### config.mk
export PLATFORM = sky130hd
export DESIGN_NAME = hs_deact_seq
export DESIGN_NICKNAME = d
export VERILOG_FILES = /design/src/rtl/hs_pkg.sv /design/src/rtl/hs_sync.sv /design/src/rtl/hs_down_cnt.sv /design/src/rtl/hs_fsm.sv /design/src/rtl/hs_deact_seq.sv
export SDC_FILE = /design/constraint.sdc
export NUM_CORES = 1
export LEC_CHECK = 0
export BUFFER_PORTS_ARGS = -buffer_cell sky130_fd_sc_hd__buf_2
export CAP_MARGIN = 20
export CORE_MARGIN = 5
export CORE_UTILIZATION = 45
export CTS_CLUSTER_DIAMETER = 80
export DETAILED_ROUTE_END_ITERATION = 16
export MAX_ROUTING_LAYER = met4
export PLACE_DENSITY_LB_ADDON = 0.1
export SLEW_MARGIN = 10
export SYNTH_ARGS = -nofsm -noshare
export SYNTH_HDL_FRONTEND = slang
export SYNTH_SLANG_ARGS = --single-unit
export TNS_END_PERCENT = 50
### constraint.sdc
create_clock -name clk_i -period 5.05 [get_ports clk_i]
set_input_delay 1.01 -clock clk_i [delete_from_list [all_inputs] [get_ports clk_i]]
set_output_delay 1.01 -clock clk_i [all_outputs]
set_load 0.005 [all_outputs]
### src/rtl/hs_pkg.sv
package hs_pkg;
  typedef enum logic [2:0] {
    MS_OFF    = 3'd1,
    MS_ACTIVE = 3'd4,
    MS_REQ    = 3'd5,
    MS_SHUT   = 3'd6
  } mstate_e;
endpackage

### src/rtl/hs_sync.sv
module hs_sync #(
  parameter int unsigned WIDTH  = 2,
  parameter int unsigned STAGES = 2
) (
  input  logic             clk_i,
  input  logic             rst_ni,
  input  logic [WIDTH-1:0] d_i,
  output logic [WIDTH-1:0] q_o
);
  logic [WIDTH-1:0] pipe_q [STAGES];

  for (genvar s = 0; s < STAGES; s++) begin : g_stage
    always_ff @(posedge clk_i or negedge rst_ni) begin
      if (!rst_ni)     pipe_q[s] <= '0;
      else if (s == 0) pipe_q[s] <= d_i;
      else             pipe_q[s] <= pipe_q[(s == 0) ? 0 : s-1];
    end
  end

  assign q_o = pipe_q[STAGES-1];
endmodule

### src/rtl/hs_down_cnt.sv
module hs_down_cnt #(
  parameter int unsigned W    = 8,
  parameter logic [W-1:0] LOAD = '0
) (
  input  logic         clk_i,
  input  logic         rst_ni,
  input  logic         load_i,
  output logic         zero_o
);
  logic [W-1:0] cnt_q;

  always_ff @(posedge clk_i or negedge rst_ni) begin
    if (!rst_ni)        cnt_q <= '0;
    else if (load_i)    cnt_q <= LOAD;
    else if (!zero_o)   cnt_q <= cnt_q - 1'b1;
  end

  assign zero_o = (cnt_q == '0);
endmodule

### src/rtl/hs_fsm.sv
module hs_fsm
  import hs_pkg::*;
(
  input  logic    clk_i,
  input  logic    rst_ni,
  input  logic    btn_i,
  input  logic    grant_i,
  input  logic    deny_i,
  input  logic    acpi_i,
  input  logic    force_i,
  input  logic    sleep_both_i,
  input  logic    tmo_i,
  output logic    enter_os_o,
  output mstate_e state_o,
  output logic    req_o,
  output logic    payload_o,
  output logic    locked_o
);
  mstate_e st_q, st_d;
  logic    wait_os_q, req_d, enter;

  always_comb begin
    st_d  = st_q;
    req_d = 1'b0;
    enter = 1'b0;
    unique case (st_q)
      MS_ACTIVE: begin
        if (force_i)    begin st_d = MS_SHUT; enter = 1'b1; end
        else if (btn_i) begin st_d = MS_REQ;  req_d = 1'b1; end
      end
      MS_REQ: begin
        if (force_i || grant_i) begin st_d = MS_SHUT; enter = 1'b1; end
        else if (deny_i)        st_d = MS_ACTIVE;
      end
      MS_SHUT: begin
        // exit on no OS, on both sleep states, or on watchdog expiry
        if (!wait_os_q || sleep_both_i || tmo_i) st_d = MS_OFF;
      end
      MS_OFF:  st_d = MS_OFF;
      default: st_d = MS_ACTIVE;
    endcase
  end

  always_ff @(posedge clk_i or negedge rst_ni) begin
    if (!rst_ni) begin
      st_q      <= MS_ACTIVE;
      req_o     <= 1'b0;
      wait_os_q <= 1'b0;
      payload_o <= 1'b1;
      locked_o  <= 1'b0;
    end else begin
      st_q  <= st_d;
      req_o <= req_d;
      if (enter) wait_os_q <= acpi_i;
      if (st_d == MS_OFF) begin
        payload_o <= 1'b0;
        locked_o  <= 1'b1;
      end
    end
  end

  assign enter_os_o = enter && acpi_i;
  assign state_o    = st_q;
endmodule

### src/rtl/hs_deact_seq.sv
module hs_deact_seq
  import hs_pkg::*;
#(
  parameter longint unsigned SHUT_CYC  = 64'd36_000_000_000,
  parameter longint unsigned PULSE_CYC = 64'd4_000_000,
  parameter int unsigned     SYNC_STG  = 2
) (
  input  logic       clk_i,
  input  logic       rst_ni,
  input  logic       hs_btn_i,
  input  logic       cm_grant_i,
  input  logic       cm_deny_i,
  input  logic       acpi_os_i,
  input  logic       sw_force_i,
  input  logic       sleep_s3_i,
  input  logic       sleep_s5_i,
  output logic       deact_req_o,
  output logic       pwr_btn_no,
  output logic       payload_pwr_o,
  output logic       locked_o,
  output logic [2:0] mstate_o
);
  localparam int unsigned SHUT_W  = $clog2(SHUT_CYC + 1);
  localparam int unsigned PULSE_W = $clog2(PULSE_CYC + 1);
  localparam logic [SHUT_W-1:0]  SHUT_LD  = SHUT_W'(SHUT_CYC - 1);
  localparam logic [PULSE_W-1:0] PULSE_LD = PULSE_W'(PULSE_CYC);

  logic [1:0] sleep_s;
  logic       enter_os, tmo, pulse_done;
  mstate_e    state;

  hs_sync #(.WIDTH(2), .STAGES(SYNC_STG)) u_sync (
    .clk_i (clk_i),
    .rst_ni(rst_ni),
    .d_i   ({sleep_s5_i, sleep_s3_i}),
    .q_o   (sleep_s)
  );

  hs_down_cnt #(.W(SHUT_W), .LOAD(SHUT_LD)) u_shut_tmr (
    .clk_i (clk_i),
    .rst_ni(rst_ni),
    .load_i(enter_os),
    .zero_o(tmo)
  );

  hs_down_cnt #(.W(PULSE_W), .LOAD(PULSE_LD)) u_pulse_tmr (
    .clk_i (clk_i),
    .rst_ni(rst_ni),
    .load_i(enter_os),
    .zero_o(pulse_done)
  );

  hs_fsm u_fsm (
    .clk_i       (clk_i),
    .rst_ni      (rst_ni),
    .btn_i       (hs_btn_i),
    .grant_i     (cm_grant_i),
    .deny_i      (cm_deny_i),
    .acpi_i      (acpi_os_i),
    .force_i     (sw_force_i),
    .sleep_both_i(&sleep_s),
    .tmo_i       (tmo),
    .enter_os_o  (enter_os),
    .state_o     (state),
    .req_o       (deact_req_o),
    .payload_o   (payload_pwr_o),
    .locked_o    (locked_o)
  );

  assign pwr_btn_no = pulse_done;
  assign mstate_o   = state;
endmodule

==> flow_summary.yaml, run 1 <==
clock_network:
  cts_made_buffers: 9
  cts_sinks: 69
  clkTransAtPathRegs_ps: 70
  ctsHtreeMaxLevel: 3
  tritoncts: "done"
  postCtsSetupBuffers: 0
  cts_buffer_depth: 2
  post_cts_resized: 0
  hold_buffers: 0
  clockRootBuffer: "clkbuf_8"
  insertion_delay_ps: 340
worst_hold_path:
  whs_endpoint: "u_sync.q_o[1]$_DFF_PN0_"
  hold_path_depth: 0
  min_path_type: "reg -> reg"
  hp-start: "u_sync.pipe_q[3]$_DFF_PN0_"
finish:
  nFillCells: 728
  drive_gt1_share_pct: 12.3
  diodes: 0
  fin_nets: 388
  area_growth_pct: 12.3
floorplan:
  start_util_pct: 45.9
  ioPinCount: 16
  die_x_um: 98.6
  die_area_um2: 9720
  design.core.area_um2: 7690
  fp-row-count: 32
  fp.dieH_um: 98.6
placement:
  dp_hpwl_um: 4780
  port_buffers: 15
  place_congestion: 0.750
  detailedPlace.worstSlack_ps: 1750
synthesis:
  synthTopCellsByCount: "dfrtp_1 (67), nor2_1 (33), nand2_1 (23), a21oi_1 (22), or4_1 (21)"
  synth.most_common_cell: "dfrtp_1"
  netlist_area_um2: 3530
  syn_area_per_cell_um2: 9.75
  synth-async-reset-ratio_pct: 100
  synthSimpleGateAreaFrac_pct: 28.0
  ys_seq_area_share_pct: 49.0
  synth_cells: 362
  synth_top_family_by_area: "simple AND/OR/NAND/NOR gates"
  yosys_warnings: 0
  synth_flop_cell: "dfrtp_1"
  synth_seq_cells: 69
  syn_nets: 373
  synth_compound_area_share_pct: 14.9
  yosys.area.top_type_share_pct: 47.5
  netlist_top_cells_area: "dfrtp_1 (47%), or4_1 (4.5%), nor2_1 (3.5%), a21oi_1 (3.1%), or3_1 (2.8%)"
  synth_cell_types: 52
  yosysTopAreaCell: "dfrtp_1"
  synthXorXnorAreaFrac_pct: 3.97
  synth_edf_count: 0
  synth_fa_ha_area_share_pct: 0.709
  synthMuxAreaShare_pct: 0.850
timing:
  clock.fmax_ghz: 0.271
  tns_ps: 0
  fin_worst_skew_ps: 8.22
  period_share_pct: 73.0
  hold_violations: 0
  final-setup-viol-count: 0
  slew-limit-headroom_pct: 45.1
  min_period_ps: 3690
  worst_pin_slew_ps: 817
  fin_ws_ps: 1360
  drv_slew: 0
  rsz0062_at_grt: "no"
routing:
  vias: 2732
  drc: 0
  viasPerCell: 5.64
  drt_iter0_drc: 83
  ant_nets: 0
  dr.pass1.iters: 4
  wl_per_cell_um: 14.8
  wl_um: 7150
critical_path:
  start_kind: "flip-flop"
  cp.required_ps: 4040
  r2r_start: "u_shut_tmr.cnt_q[15]$_DFFE_PN0P_"
  cp-end-kind: "output port"
  crit_fanout: 8
  r2r_setup_slack_ps: 2020
  reg2reg_depth: 5
  r2r-end: "u_fsm.payload_o$_DFFE_PN1N_"
  crit_type: "reg -> out"
  arrival_ps: 2680
grt:
  grt_overflow_total: 0
  grt_max_degree: 37
  antenna_found_initial: 0
  grt_pass1_vias: 2618
  grt_pass1_wl_um: 12600
  grt_usage_pct: 16.5
flow_run:
  maxCapViolCount: 0
power_and_ir_drop:
  peakVddDrop_uv: 133
  p_leak_nw: 1.29
  power.density_nw_per_um2: 301
status:
  status: "finished clean"
## per-layer routing
layer | wire length, um | vias up | share of wire, % | track usage (%)
li1 | - | 1397 | - | -
met1 | 3620 | 1303 | 51 | 22.4
met2 | 3310 | 26 | 46 | 24.5
met3 | 145 | 6 | 2.0 | 2.76
met4 | 81 | 0 | 1.1 | 6.93
met5 | 0 | - | 0 | -
## final cells by class
type | count | area (um2) | area share (%)
clock buffers | 11 | 151 | 3.82
clock inverters | 5 | 129 | 3.25
inverters | 5 | 18.8 | 0.473
multi-input cells | 274 | 1710 | 43.2
flip-flops and latches | 69 | 1730 | 43.6
well taps | 102 | 128 | 3.22
repair buffers | 18 | 97.6 | 2.46
## worst max path at each step
stage          slack (ps)          to                             start  cells after the start
2_1_floorplan        2180  pwr_btn_no  u_pulse_tmr.cnt_q[4]$_DFFE_PN0P_                      4
3_3_place_gp         1840  pwr_btn_no  u_pulse_tmr.cnt_q[4]$_DFFE_PN0P_                      5
3_5_place_dp         1750  pwr_btn_no  u_pulse_tmr.cnt_q[4]$_DFFE_PN0P_                      5
4_1_cts              1350  pwr_btn_no  u_pulse_tmr.cnt_q[6]$_DFFE_PN0P_                      5
5_1_grt              1160  pwr_btn_no  u_pulse_tmr.cnt_q[4]$_DFFE_PN0P_                      5
6_report             1360  pwr_btn_no  u_pulse_tmr.cnt_q[6]$_DFFE_PN0P_                      5
## placed cells by master, fill, tap and decap left out, drive strengths merged, types with 9 or more instances in the layout
cell type,netlist,layout
nor2,33,33
o21ai,22,22
o31ai,13,13
xor2,11,11
nor3,9,9
clkbuf,9,11
nor4,14,14
dfrtp,67,67
or3,16,16
or4,24,24
nand2,23,23
buf,5,18
a21oi,22,22
nand3,14,14
## per-stage QoR
| step | hold WS, ps | cells | utilization (%) | power, mW | instance area (um2) |
|---|---|---|---|---|---|
| floorplan | 331 | 362 | - | 0.567 | 3530 |
| global placement | 334 | 468 | 47.9 | 0.582 | 3680 |
| detailed placement | 335 | 468 | 47.9 | 0.583 | 3680 |
| CTS | 352 | 484 | 51.6 | 1.21 | 3960 |
| global route | 356 | 484 | 51.6 | 1.24 | 3960 |
| finish | 351 | 484 | 51.6 | 1.19 | 3960 |
## report_power, final
group	total, mW	internal [mW]	switching, mW	leakage [nW]
registers	0.554	0.554	0.000349	0.684
clock network	0.623	0.407	0.216	0.140
logic	0.0164	0.00367	0.0127	0.462
## cells by family after synthesis
group	Yosys count
compound gates	84
xor+xnor	16
fa+ha+maj	2
buf+inv	19
flops	69
mux	3
simple gates	169
## sequential cells by signal (all words and copies together) (netlist names)
register / cells
u_shut_tmr.cnt_q: 36
u_pulse_tmr.cnt_q: 22
u_fsm.state_o: 3
u_sync.pipe_q: 2
u_sync.q_o: 2
u_fsm.locked_o: 1
u_fsm.payload_o: 1
u_fsm.req_o: 1
u_fsm.wait_os_q: 1
## worst max-delay path: stages (launching register included)
cell     delay, ps
dfrtp_1        390
or4_1          600
nor3_1         700
nand3_1        290
inv_1          210
buf_2          140
(Power assumes the default switching activity.)
==> run 2: changes to the inputs <==
Clock period 5.05 ns to 3.4 ns, I/O delays scaled along.
==> run 2 against run 1 <==
Net effect:
- die area unchanged
- critical path depth up 1
- first-iteration DRC count up 110%
- global-route usage up 0.28 points
- critical endpoint unchanged
- sequential power up 49%
- utilization up 0.20 points
- clock-buffer cell count down 2
==> flow_summary.yaml, run 2 (synthesis gave the netlist of run 1 again) <==
finish:
  max_flop_register: "u_shut_tmr.cnt_q"
  diodes: 0
  final_cell_area_um2: 3980
  area_growth_pct: 12.7
  mostFrequentLayoutCell: "dfrtp_1"
  layout_common_cells: "dfrtp_1 (67), nor2_1 (33), nand2_1 (23), a21oi_1 (22), or4_1 (21)"
  fin_nets: 396
  final_cells: 492
  largest_reg_flops: 36
  drive_gt1_share_pct: 14.1
timing:
  rsz0062_at_grt: "no"
  hold_violations: 0
  final-setup-viol-count: 0
  fin_ws_ps: 489
  drv_slew: 0
  clock.fmax_ghz: 0.343
  min_period_ps: 2910
  worst_pin_slew_ps: 798
  tns_ps: 0
  fin_worst_skew_ps: 9.48
  slew-limit-headroom_pct: 46.6
  period_share_pct: 85.6
critical_path:
  cp-end-kind: "output port"
  crit_fanout: 6
  arrival_ps: 2230
  r2r_setup_slack_ps: 590
  reg2reg_depth: 5
  r2r_start: "u_shut_tmr.cnt_q[15]$_DFFE_PN0P_"
  r2r-end: "u_shut_tmr.cnt_q[3]$_DFFE_PN0P_"
  crit_type: "reg -> out"
  start_kind: "flip-flop"
  cp.required_ps: 2720
grt:
  grt_overflow_total: 0
  antenna_found_initial: 0
  grt_usage_pct: 16.8
  grt_max_degree: 43
  grt_pass1_vias: 2675
  grt_pass1_wl_um: 13000
floorplan:
  die_area_um2: 9720
  ioPinCount: 16
  fp-row-count: 32
  start_util_pct: 45.9
  fp.dieH_um: 98.6
  design.core.area_um2: 7690
  die_x_um: 98.6
worst_hold_path:
  hold_path_depth: 0
  min_path_type: "reg -> reg"
  hp-start: "u_sync.pipe_q[3]$_DFF_PN0_"
  whs_endpoint: "u_sync.q_o[1]$_DFF_PN0_"
power_and_ir_drop:
  power_mw: 1.60
  power.density_nw_per_um2: 401
  p_leak_nw: 1.30
  peakVddDrop_uv: 243
routing:
  wl_per_cell_um: 15.0
  vias: 2866
  drc: 0
  drt_iter0_drc: 174
  viasPerCell: 5.83
  wl_um: 7380
  dr.pass1.iters: 4
  ant_nets: 0
clock_network:
  insertion_delay_ps: 340
  post_cts_resized: 0
  cts_made_buffers: 9
  hold_buffers: 0
  tritoncts: "done"
  cts_sinks: 69
  clockRootBuffer: "clkbuf_8"
  clkTransAtPathRegs_ps: 80
  ctsHtreeMaxLevel: 3
  postCtsSetupBuffers: 0
  cts_buffer_depth: 2
flow_run:
  maxCapViolCount: 0
placement:
  placed_area_um2: 3760
  dp_cells: 476
  port_buffers: 15
  dp_hpwl_um: 5050
  detailedPlace.worstSlack_ps: 632
  place_congestion: 0.796
status:
  status: "finished clean"
[run 2: cell types whose count changed in the layout (fill, tap and decap cells not counted)]
cell and delta:
buf_4 +7, clkinvlp_4 +1, clkinv_4 +2, clkbuf_8 -2
buf_12 +1, clkinv_2 +1, bufinv_16 -2
[run 2: critical path: stages, from the launching register on]
cell	delay, ps
dfrtp_1	410
or4_1	620
nor3_1	180
buf_4	170
nand3_1	160
inv_1	210
buf_2	150
[run 2: worst max path at each step]
stage	from	to	cells past startpoint
after floorplan	u_shut_tmr.cnt_q[15]$_DFFE_PN0P_	u_shut_tmr.cnt_q[33]$_DFFE_PN0P_	7
after global placement	u_shut_tmr.cnt_q[15]$_DFFE_PN0P_	u_fsm.payload_o$_DFFE_PN1N_	6
after detailed placement	u_shut_tmr.cnt_q[15]$_DFFE_PN0P_	u_shut_tmr.cnt_q[3]$_DFFE_PN0P_	5
after CTS	u_pulse_tmr.cnt_q[18]$_DFFE_PN0P_	pwr_btn_no	6
after global routing	u_pulse_tmr.cnt_q[18]$_DFFE_PN0P_	pwr_btn_no	6
final	u_pulse_tmr.cnt_q[18]$_DFFE_PN0P_	pwr_btn_no	6
[run 2: layout make-up]
| type | instances | area [um2] |
|---|---|---|
| clock buffer | 9 | 124 |
| clock inverter | 7 | 98.8 |
| fill | 734 | 3710 |
| inverter | 5 | 18.8 |
| multi-input combinational | 274 | 1710 |
| sequential | 69 | 1730 |
| tap | 102 | 128 |
| timing repair buffer | 26 | 170 |
[run 2: stage by stage]
step | utilization, % | hold slack, ps
after floorplan | - | 331
after global placement | 48.9 | 334
after detailed placement | 48.9 | 339
after CTS | 51.8 | 358
after global routing | 51.8 | 376
final | 51.8 | 354
[run 2: where the power goes]
group / switching (mW) / internal, mW / leakage [nW] / total, mW
Sequential: 0.000511 / 0.822 / 0.684 / 0.823
Combinational: 0.0191 / 0.00704 / 0.510 / 0.0261
Clock: 0.332 / 0.417 / 0.110 / 0.748
[run 2: layer usage]
metal  routed length (um)  track usage [%]  vias to the layer above
met3                  248             3.11                        9
met5                    0                -                        -
met1                 3630             23.7                     1393
met4                   82             6.30                        0
met2                 3410             24.0                       52
li1                     -                -                     1412
==> run 3: changes to the inputs <==
Settings changed: CAP_MARGIN 20 to default, CORE_UTILIZATION 45 to 61.
==> run 3 against run 2 <==
Net effect:
- non-clock buffer count is the same
- first-iteration DRC count grew 27%
- cell count shrank 6.1%
- clock-buffer cell count is the same
- critical path depth shrank 1
- sequential share of layout area grew 0.65 points
- worst hold slack is essentially flat
- combinational power shrank 2%
- clock skew shrank 2.2 ps
- routed wire length grew 4.3%
==> flow_summary.yaml, run 3 (synthesis gave the netlist of run 1 again) <==
grt:
  antenna_found_initial: 0
  grt_overflow_total: 0
  grt_pass1_vias: 2785
  grt_max_degree: 37
  grt_usage_pct: 23.2
  grt_pass1_wl_um: 13300
worst_hold_path:
  min_path_type: "reg -> reg"
timing:
  min_period_ps: 2970
  period_share_pct: 87.4
  fin_worst_skew_ps: 7.25
  slew-limit-headroom_pct: 43.7
  rsz0062_at_grt: "no"
  fin_ws_ps: 428
  hold_violations: 0
  tns_ps: 0
  timing.hold.ws_ps: 354
  final-setup-viol-count: 0
  clock.fmax_ghz: 0.336
  worst_pin_slew_ps: 845
  drv_slew: 0
flow_run:
  maxCapViolCount: 0
routing:
  drc: 0
  viasPerCell: 6.42
  ant_nets: 0
  wl_per_cell_um: 16.7
  wl_um: 7690
  dr.pass1.iters: 4
  vias: 2968
  drt_iter0_drc: 221
power_and_ir_drop:
  p_sw_uw: 334
  internal_power_mw: 1.24
  power.density_nw_per_um2: 401
  p_seq_share_pct: 52.4
  pwr-share-clk_pct: 46.0
  swShare_pct: 21.2
  share_comb_of_total_power_pct: 1.6
  peakVddDrop_uv: 351
  p_leak_nw: 1.29
  power_mw: 1.57
clock_network:
  postCtsSetupBuffers: 0
  cts_buffer_depth: 2
  clockRootBuffer: "clkbuf_8"
  cts_made_buffers: 9
  hold_buffers: 0
  insertion_delay_ps: 340
  clkTransAtPathRegs_ps: 70
  tritoncts: "done"
  ctsHtreeMaxLevel: 3
  post_cts_resized: 0
  cts_sinks: 69
finish:
  drive_gt1_share_pct: 14.1
  nFillCells: 436
  area_growth_pct: 11.0
  post-route-util_pct: 70.3
  largest_reg_flops: 36
  fin_nets: 396
  final_cell_area_um2: 3920
  final_cells: 462
  multiInputGateArea_um2: 1710
  mostFrequentLayoutCell: "dfrtp_1"
  seq_area_um2: 1730
  max_flop_register: "u_shut_tmr.cnt_q"
  diodes: 0
  layout_common_cells: "dfrtp_1 (67), nor2_1 (33), nand2_1 (23), a21oi_1 (22), or4_1 (21)"
status:
  status: "finished clean"
critical_path:
  crit_type: "reg -> reg"
  arrival_ps: 3250
  crit_fanout: 15
  cp-end-kind: "flip-flop"
  start_kind: "flip-flop"
  cp.required_ps: 3680
floorplan:
  die_x_um: 86.1
  start_util_pct: 63.3
  ioPinCount: 16
  fp.dieH_um: 86.1
  design.core.area_um2: 5570
  die_area_um2: 7410
  fp-row-count: 27
placement:
  place_congestion: 0.816
  detailedPlace.worstSlack_ps: 471
  port_buffers: 15
  placed_area_um2: 3710
  dp_hpwl_um: 5110
  dp_cells: 446
## run 3: cell count changes in the layout (fill, tap and decap cells not counted), sizes merged
cell and delta:
clkinvlp +1, inv -1
## run 3: worst max-delay path, cell delays in order, from the launching register on
cell and delay, ps:
dfrtp_1 430, or4_4 610, or4b_4 630, nor4_4 720
a211oi_1 280, and2_1 240
## run 3: worst paths after layout
path,startpoint,to,slack (ps),cells past startpoint
max,u_shut_tmr.cnt_q[15]$_DFFE_PN0P_,u_fsm.payload_o$_DFFE_PN1N_,430,5
min,u_sync.pipe_q[3]$_DFF_PN0_,u_sync.q_o[1]$_DFF_PN0_,350,0
max reg2reg,u_shut_tmr.cnt_q[15]$_DFFE_PN0P_,u_fsm.payload_o$_DFFE_PN1N_,430,5
min reg2reg,u_sync.pipe_q[3]$_DFF_PN0_,u_sync.q_o[1]$_DFF_PN0_,350,0
max in group asynchronous,rst_ni,u_shut_tmr.cnt_q[15]$_DFFE_PN0P_,2180,2
min in group asynchronous,rst_ni,u_pulse_tmr.cnt_q[17]$_DFFE_PN0P_,410,1
## run 3: power by group through the flow
stage          Combinational, mW  Sequential [mW]  Clock, mW
3_5_place_dp              0.0269            0.839          0
6_report                  0.0257            0.823      0.722
5_1_grt                   0.0308            0.823      0.776
2_1_floorplan            0.00248            0.839          0
3_3_place_gp              0.0260            0.839          0
4_1_cts                   0.0270            0.823      0.731
## run 3: final cells by class
type / count / share of cell area, %
Inverter: 5 / 0.479
Multi-Input combinational cell: 274 / 43.6
Sequential cell: 69 / 44.1
Clock inverter: 7 / 2.30
Tap cell: 72 / 2.30
Clock buffer: 9 / 3.16
Timing Repair Buffer: 26 / 4.02
## run 3: layer usage
| metal | vias up | part of all wire, % | track usage (%) |
|---|---|---|---|
| met5 | - | 0 | - |
| met4 | 0 | 1.8 | 9.64 |
| met3 | 14 | 3.4 | 3.94 |
| met2 | 71 | 46 | 33.8 |
| met1 | 1469 | 49 | 32.0 |
| li1 | 1414 | - | - |
